File: src/rtl/wbuf_pkg.sv
package wbuf_pkg;
  typedef enum logic [1:0] {
    ACT_DIRECT = 2'd0,
    ACT_QUEUE  = 2'd1,
    ACT_CACHE  = 2'd2
  } wb_act_e;
endpackage

File: src/rtl/wbuf_policy.sv
module wbuf_policy
  import wbuf_pkg::*;
(
  input  logic    bufable,
  input  logic    cachable,
  input  logic    hit,
  input  logic    swap,
  output wb_act_e act,
  output logic    upd,
  output logic    dirty
);
  always_comb begin
    unique case ({bufable, cachable})
      2'b00:   act = ACT_DIRECT;
      2'b10:   act = swap ? ACT_DIRECT : ACT_QUEUE;
      2'b01:   act = ACT_QUEUE;
      default: act = hit ? ACT_CACHE : ACT_QUEUE;
    endcase
    upd   = cachable & hit;
    dirty = bufable & cachable & hit;
  end
endmodule

File: src/rtl/wbuf_fifo.sv
module wbuf_fifo #(
  parameter int AW    = 32,
  parameter int DW    = 32,
  parameter int DEPTH = 16,
  localparam int CW   = $clog2(DEPTH + 1),
  localparam int PW   = (DEPTH > 1) ? $clog2(DEPTH) : 1
) (
  input  logic          clk,
  input  logic          rst,
  input  logic          push,
  input  logic [AW-1:0] push_addr,
  input  logic [DW-1:0] push_data,
  input  logic          pop,
  output logic [AW-1:0] head_addr,
  output logic [DW-1:0] head_data,
  output logic          empty,
  output logic          full,
  output logic [CW-1:0] count
);
  localparam logic [PW-1:0] LASTP = PW'(DEPTH - 1);
  localparam logic [CW-1:0] FULLV = CW'(DEPTH);

  logic [AW+DW-1:0] store [DEPTH];
  logic [PW-1:0]    wp, rp;
  logic [CW-1:0]    cnt;

  always_ff @(posedge clk) begin
    if (push) store[wp] <= {push_addr, push_data};
  end

  always_ff @(posedge clk) begin
    if (rst) begin
      wp  <= '0;
      rp  <= '0;
      cnt <= '0;
    end else begin
      if (push) wp <= (wp == LASTP) ? '0 : wp + 1'b1;
      if (pop)  rp <= (rp == LASTP) ? '0 : rp + 1'b1;
      case ({push, pop})
        2'b10:   cnt <= cnt + 1'b1;
        2'b01:   cnt <= cnt - 1'b1;
        default: cnt <= cnt;
      endcase
    end
  end

  assign {head_addr, head_data} = store[rp];
  assign empty = (cnt == '0);
  assign full  = (cnt == FULLV);
  assign count = cnt;
endmodule

File: src/rtl/wbuf_direct.sv
module wbuf_direct #(
  parameter int AW = 32,
  parameter int DW = 32
) (
  input  logic          clk,
  input  logic          rst,
  input  logic          start,
  input  logic [AW-1:0] in_addr,
  input  logic [DW-1:0] in_data,
  input  logic          mem_ready,
  output logic          busy,
  output logic          done,
  output logic [AW-1:0] d_addr,
  output logic [DW-1:0] d_data
);
  always_ff @(posedge clk) begin
    if (rst) begin
      busy   <= 1'b0;
      done   <= 1'b0;
      d_addr <= '0;
      d_data <= '0;
    end else begin
      done <= busy & mem_ready;
      if (start) begin
        busy   <= 1'b1;
        d_addr <= in_addr;
        d_data <= in_data;
      end else if (busy && mem_ready) begin
        busy <= 1'b0;
      end
    end
  end
endmodule

File: src/rtl/wbuf_top.sv
module wbuf_top
  import wbuf_pkg::*;
#(
  parameter int AW    = 32,
  parameter int DW    = 32,
  parameter int DEPTH = 16
) (
  input  logic          clk,
  input  logic          rst,
  input  logic          cpu_wr_valid,
  input  logic [AW-1:0] cpu_wr_addr,
  input  logic [DW-1:0] cpu_wr_data,
  input  logic          cpu_wr_bufable,
  input  logic          cpu_wr_cachable,
  input  logic          cpu_wr_hit,
  input  logic          cpu_wr_swap,
  output logic          cpu_wr_ready,
  output logic          cache_upd,
  output logic          cache_dirty,
  input  logic          rd_req,
  input  logic          rd_bufable,
  input  logic          rd_cachable,
  output logic          rd_grant,
  input  logic          fill_req,
  output logic          fill_grant,
  output logic          buf_empty,
  output logic          mem_valid,
  input  logic          mem_ready,
  output logic [AW-1:0] mem_addr,
  output logic [DW-1:0] mem_data,
  output logic          mem_direct
);
  localparam int CW = $clog2(DEPTH + 1);

  wb_act_e       act;
  logic          pol_upd, pol_dirty;
  logic          q_full, q_empty, q_push, q_pop;
  logic [CW-1:0] q_count;
  logic [AW-1:0] q_addr;
  logic [DW-1:0] q_data;
  logic          d_busy, d_done, d_start;
  logic [AW-1:0] d_addr;
  logic [DW-1:0] d_data;
  logic          accept;

  wbuf_policy u_pol (
    .bufable  (cpu_wr_bufable),
    .cachable (cpu_wr_cachable),
    .hit      (cpu_wr_hit),
    .swap     (cpu_wr_swap),
    .act      (act),
    .upd      (pol_upd),
    .dirty    (pol_dirty)
  );

  wbuf_fifo #(.AW(AW), .DW(DW), .DEPTH(DEPTH)) u_fifo (
    .clk       (clk),
    .rst       (rst),
    .push      (q_push),
    .push_addr (cpu_wr_addr),
    .push_data (cpu_wr_data),
    .pop       (q_pop),
    .head_addr (q_addr),
    .head_data (q_data),
    .empty     (q_empty),
    .full      (q_full),
    .count     (q_count)
  );

  wbuf_direct #(.AW(AW), .DW(DW)) u_dir (
    .clk       (clk),
    .rst       (rst),
    .start     (d_start),
    .in_addr   (cpu_wr_addr),
    .in_data   (cpu_wr_data),
    .mem_ready (mem_ready),
    .busy      (d_busy),
    .done      (d_done),
    .d_addr    (d_addr),
    .d_data    (d_data)
  );

  // Direct writes start only behind an empty queue, keeping write order.
  assign d_start = cpu_wr_valid && (act == ACT_DIRECT) && q_empty && !d_busy && !d_done;

  always_comb begin
    unique case (act)
      ACT_CACHE: cpu_wr_ready = cpu_wr_valid;
      ACT_QUEUE: cpu_wr_ready = cpu_wr_valid && !q_full;
      default:   cpu_wr_ready = cpu_wr_valid && d_done;
    endcase
  end

  assign accept = cpu_wr_valid && cpu_wr_ready;
  assign q_push = accept && (act == ACT_QUEUE);
  assign q_pop  = !d_busy && !q_empty && mem_ready;

  assign mem_valid  = d_busy || !q_empty;
  assign mem_addr   = d_busy ? d_addr : q_addr;
  assign mem_data   = d_busy ? d_data : q_data;
  assign mem_direct = d_busy;

  always_ff @(posedge clk) begin
    if (rst) begin
      cache_upd   <= 1'b0;
      cache_dirty <= 1'b0;
    end else begin
      cache_upd   <= accept && pol_upd;
      cache_dirty <= accept && pol_dirty;
    end
  end

  assign buf_empty  = q_empty;
  assign rd_grant   = rd_req && (!(rd_bufable && !rd_cachable) || q_empty);
  assign fill_grant = fill_req && q_empty && !d_busy;
endmodule

File: config.mk
export PLATFORM = sky130hd
export DESIGN_NAME = wbuf_top
export DESIGN_NICKNAME = d
export VERILOG_FILES = /design/src/rtl/wbuf_pkg.sv /design/src/rtl/wbuf_policy.sv /design/src/rtl/wbuf_fifo.sv /design/src/rtl/wbuf_direct.sv /design/src/rtl/wbuf_top.sv
export SDC_FILE = /design/constraint.sdc
export NUM_CORES = 1
export LEC_CHECK = 0
export BUFFER_PORTS_ARGS = -buffer_cell sky130_fd_sc_hd__buf_4
export CELL_PAD_IN_SITES_DETAIL_PLACEMENT = 0
export CELL_PAD_IN_SITES_GLOBAL_PLACEMENT = 1
export CORE_MARGIN = 4
export CORE_UTILIZATION = 55
export DETAILED_ROUTE_END_ITERATION = 16
export GPL_TIMING_DRIVEN = 0
export PLACE_DENSITY_LB_ADDON = 0.1
export RECOVER_POWER = 25
export SETUP_SLACK_MARGIN = 0.5
export SLEW_MARGIN = 20
export SYNTH_ARGS = -nofsm -noshare
export SYNTH_HDL_FRONTEND = slang
export SYNTH_HIERARCHICAL = 1
export SYNTH_SLANG_ARGS = --single-unit
File: constraint.sdc
create_clock -name clk -period 4.6 [get_ports clk]
set_input_delay 0.46 -clock clk [delete_from_list [all_inputs] [get_ports clk]]
set_output_delay 0.46 -clock clk [all_outputs]
set_load 0.005 [all_outputs]
==> qor.yml <==
fin_util_pct: 64.2
endpoint: "mem_data[12]"
grt_max_degree: 36
hold_path_class: "in -> reg"
postCtsSetupRepairBufs: 0
first_pass_iters: 5
first_global_vias: 21600
antenna_found_initial: 4
start_util_pct: 55.8
p_sw_share_pct: 24.6
drt_iter0_drc: 2122
h-tree-depth: 3
ys_warn_count: 6
final_cells: 3399
r2r_start: "u_dir/busy"
cp.depth: 7
synthSimpleGateAreaFrac_pct: 2.25
path_buf_inv: 3
yosysTopAreaCell: "edfxtp_1"
placedCellCount: 3189
critPathKind: "reg -> out"
cpLargestDelayFamily: "buffers and inverters"
cts_tree: "done"
drc_errors: 0
cts.path.max_buffers: 3
synth_edf_count: 1024
dpl.hpwl_microns: 58100
synth_top_family_by_area: "multiplexers"
n_fill_cell: 5152
power_switching_mw: 6.23
drive_gt1_share_pct: 28.9
arrival_ns: 3.49
gp_congestion: 0.717
cts_sinks: 1109
power_density_nw_per_um2: 517
grt_overflow: 0
cts_hold_buf: 0
seqPwrFrac_pct: 44.6
nets: 2357
p_leak_nw: 15.7
pin_count: 148
fp.dieArea_sq_um: 82100
avgSynthCellArea_sq_um: 21.4
portBuffers: 147
r2r_slack_ns: 0.89
seq_area_sq_um: 32500
slowest_stage: "clkbuf_1"
grt_use_met1_pct: 34.7
rows: 101
grt_use_met3_pct: 3.73
crit_path_max_incr_delay_ns: 0.73
numCtsBuffers: 111
area_delta_synth_final_pct: 15.1
setup_viol: 0
drv_slew: 0
via_per_inst: 6.18
critPathMaxFanout: 10
synth-compound-area-share_pct: 2.56
min_period_ns: 3.95
placeableCoreArea_sq_um: 76500
synthMostInstantiatedCell: "edfxtp_1"
cts-resized-gates: 0
power_frac_clock_pct: 35.4
p_int_mw: 19.1
fin_worst_skew_ns: 0.0233
cp_cell_sequence: "buf_2, clkbuf_1, mux4_2, a22oi_1, nand2_1, mux2_4, buf_4"
wl_per_cell_microns: 29.5
cp.required_ns: 4.14
status: "complete, no violations"
final_hold_viol_count: 0
combPwrFrac_pct: 20.0
maxCapViolCount: 0
rsz0062_at_grt: "no"
top_usage_layer: "met2"
netlist_top_cells_area: "edfxtp_1, mux4_2, dfxtp_1"
peakVddDrop_mv: 0.416
worstMarginPinSlew_ns: 1.05
met2_usage_pct: 41.1
die_h_microns: 287
clk_pin_slew_ns: 0.06
fmax_mhz: 253
clkLatencyLatePin_ns: 0.66
ys_seq_area_share_pct: 76.1
hold_depth: 2
synth_commonest_cells: "edfxtp_1, mux4_2, a22oi_1"
period_share_pct: 86.0
synthArstFlopShare_pct: 0
synth-xor-area-share_pct: 0.103
start_kind: "flop"
detail-route-antenna-nets: 0
grt_pass1_wl_microns: 146000
syn_area_sq_um: 42700
synthAdderAreaFrac_pct: 0.264
relSlewSlack_pct: 30.3
die_width_microns: 287
cts_root_buffer: "clkbuf_16"
synth.distinct_cells: 46
final.setup.tns_ns: 0
synth.area.mux_share_pct: 17.1
rr_endpoint: "u_fifo/count[4]"
cp-end-kind: "output pin"
synth_seq_cells: 1109
multi_input_area_sq_um: 9570
via_count: 21000
ff2ff_path_depth: 11
wl_microns: 100000
synth_top_area_share_pct: 72.1
synth_nets: 2076
postSynthCellCount: 1991
track_usage_pct: 24.7
synthFlopType: "edfxtp_1"
[logic make-up (layout without fill, tap and decap cells)]
| logic type | after synthesis | count (layout) |
|---|---|---|
| buffers and inverters | 117 | 493 |
| DFF | 1109 | 1109 |
| xor gates and xnor gates | 5 | 5 |
| AOI/OAI and AO/OA | 149 | 149 |
| and+or+nand+nor | 214 | 214 |
| adders and majority gates | 9 | 9 |
| other | 0 | 2 |
| muxes | 388 | 388 |
[power by group through the flow]
| stage | Clock, mW | Combinational, mW | Sequential, mW |
|---|---|---|---|
| after global routing | 9.58 | 5.44 | 11.3 |
| after CTS | 9.14 | 5.17 | 11.3 |
| final | 8.98 | 5.07 | 11.3 |
| after floorplan | 0 | 3.46 | 11.5 |
| after global placement | 0 | 5.06 | 11.5 |
| after detailed placement | 0 | 5.15 | 11.5 |
[layout make-up]
| cell class | count | area share [%] |
|---|---|---|
| flip-flops and latches | 1109 | 66.1 |
| multi-input cells | 765 | 19.5 |
| clock buffers | 151 | 6.36 |
| repair buffers | 168 | 2.92 |
| well taps | 1030 | 2.62 |
| plain buffers | 109 | 1.35 |
| clock inverters | 57 | 1.11 |
| inverters | 8 | 0.0611 |
| diodes | 2 | 0.0102 |
[worst min-delay path by stage]
stage | start | to | slack (ns)
CTS | rst | cache_dirty | 0.005
detailed placement | u_dir/d_addr[19] | u_dir/d_addr[19] | 0.48
finish | rst | cache_dirty | 0.04
floorplan | u_dir/d_addr[0] | u_dir/d_addr[0] | 0.45
global route | rst | cache_upd | 0.02
global placement | u_dir/d_addr[1] | u_dir/d_addr[1] | 0.47
[stage by stage]
step                      setup slack [ns]  hold WS (ns)  total power, mW  area [sq um]
final                                0.646        0.0367             25.4         49100
after global routing                 0.523        0.0202             26.4         49100
after CTS                            0.562       0.00452             25.6         49300
after detailed placement             0.528         0.480             16.7         45600
after global placement               -1.89         0.466             16.6         45100
after floorplan                      0.752         0.454             15.0         42700
[routing by layer]
layer	up-vias	routed length [microns]	share of wire [%]
li1	8847	-	-
met1	11200	41100	41
met2	768	50000	50
met3	154	6440	6.4
met4	4	2610	2.6
met5	-	26	0.026
[worst reg2reg max path, delay by kind of cell, from the launching register on]
kind,cells,cell delay (ns)
simple gates,3,1.25
fa+ha+maj,2,0.52
xor+xnor,1,0.19
buf+inv,3,0.80
compound gates,2,0.47
flops,1,0.45
[cell usage in the layout, fill, tap and decap left out, types with 9 or more instances in the layout]
cell type  count
dfxtp_1       85
buf_12        13
clkbuf_16    115
mux4_2       256
and2_4        16
nor2_1        79
mux2i_1       67
bufinv_16     10
buf_16        12
a21oi_1        9
buf_2         14
buf_4        121
clkinv_2      26
clkbuf_1     116
mux2_4        39
nand2_1       78
mux2_2        26
clkbuf_8      11
clkinv_1      15
edfxtp_1    1024
buf_1         14
a22oi_1      128
buf_6         10
ha_1           9
[registers in the layout (all words and copies together) (netlist names), 4 cells and up, named ones only]
register and count:
u_fifo/store 1024, u_dir/d_addr 32, u_dir/d_data 32, u_fifo/count 5, u_fifo/rp 4, u_fifo/wp 4
(Power assumes the default switching activity.)
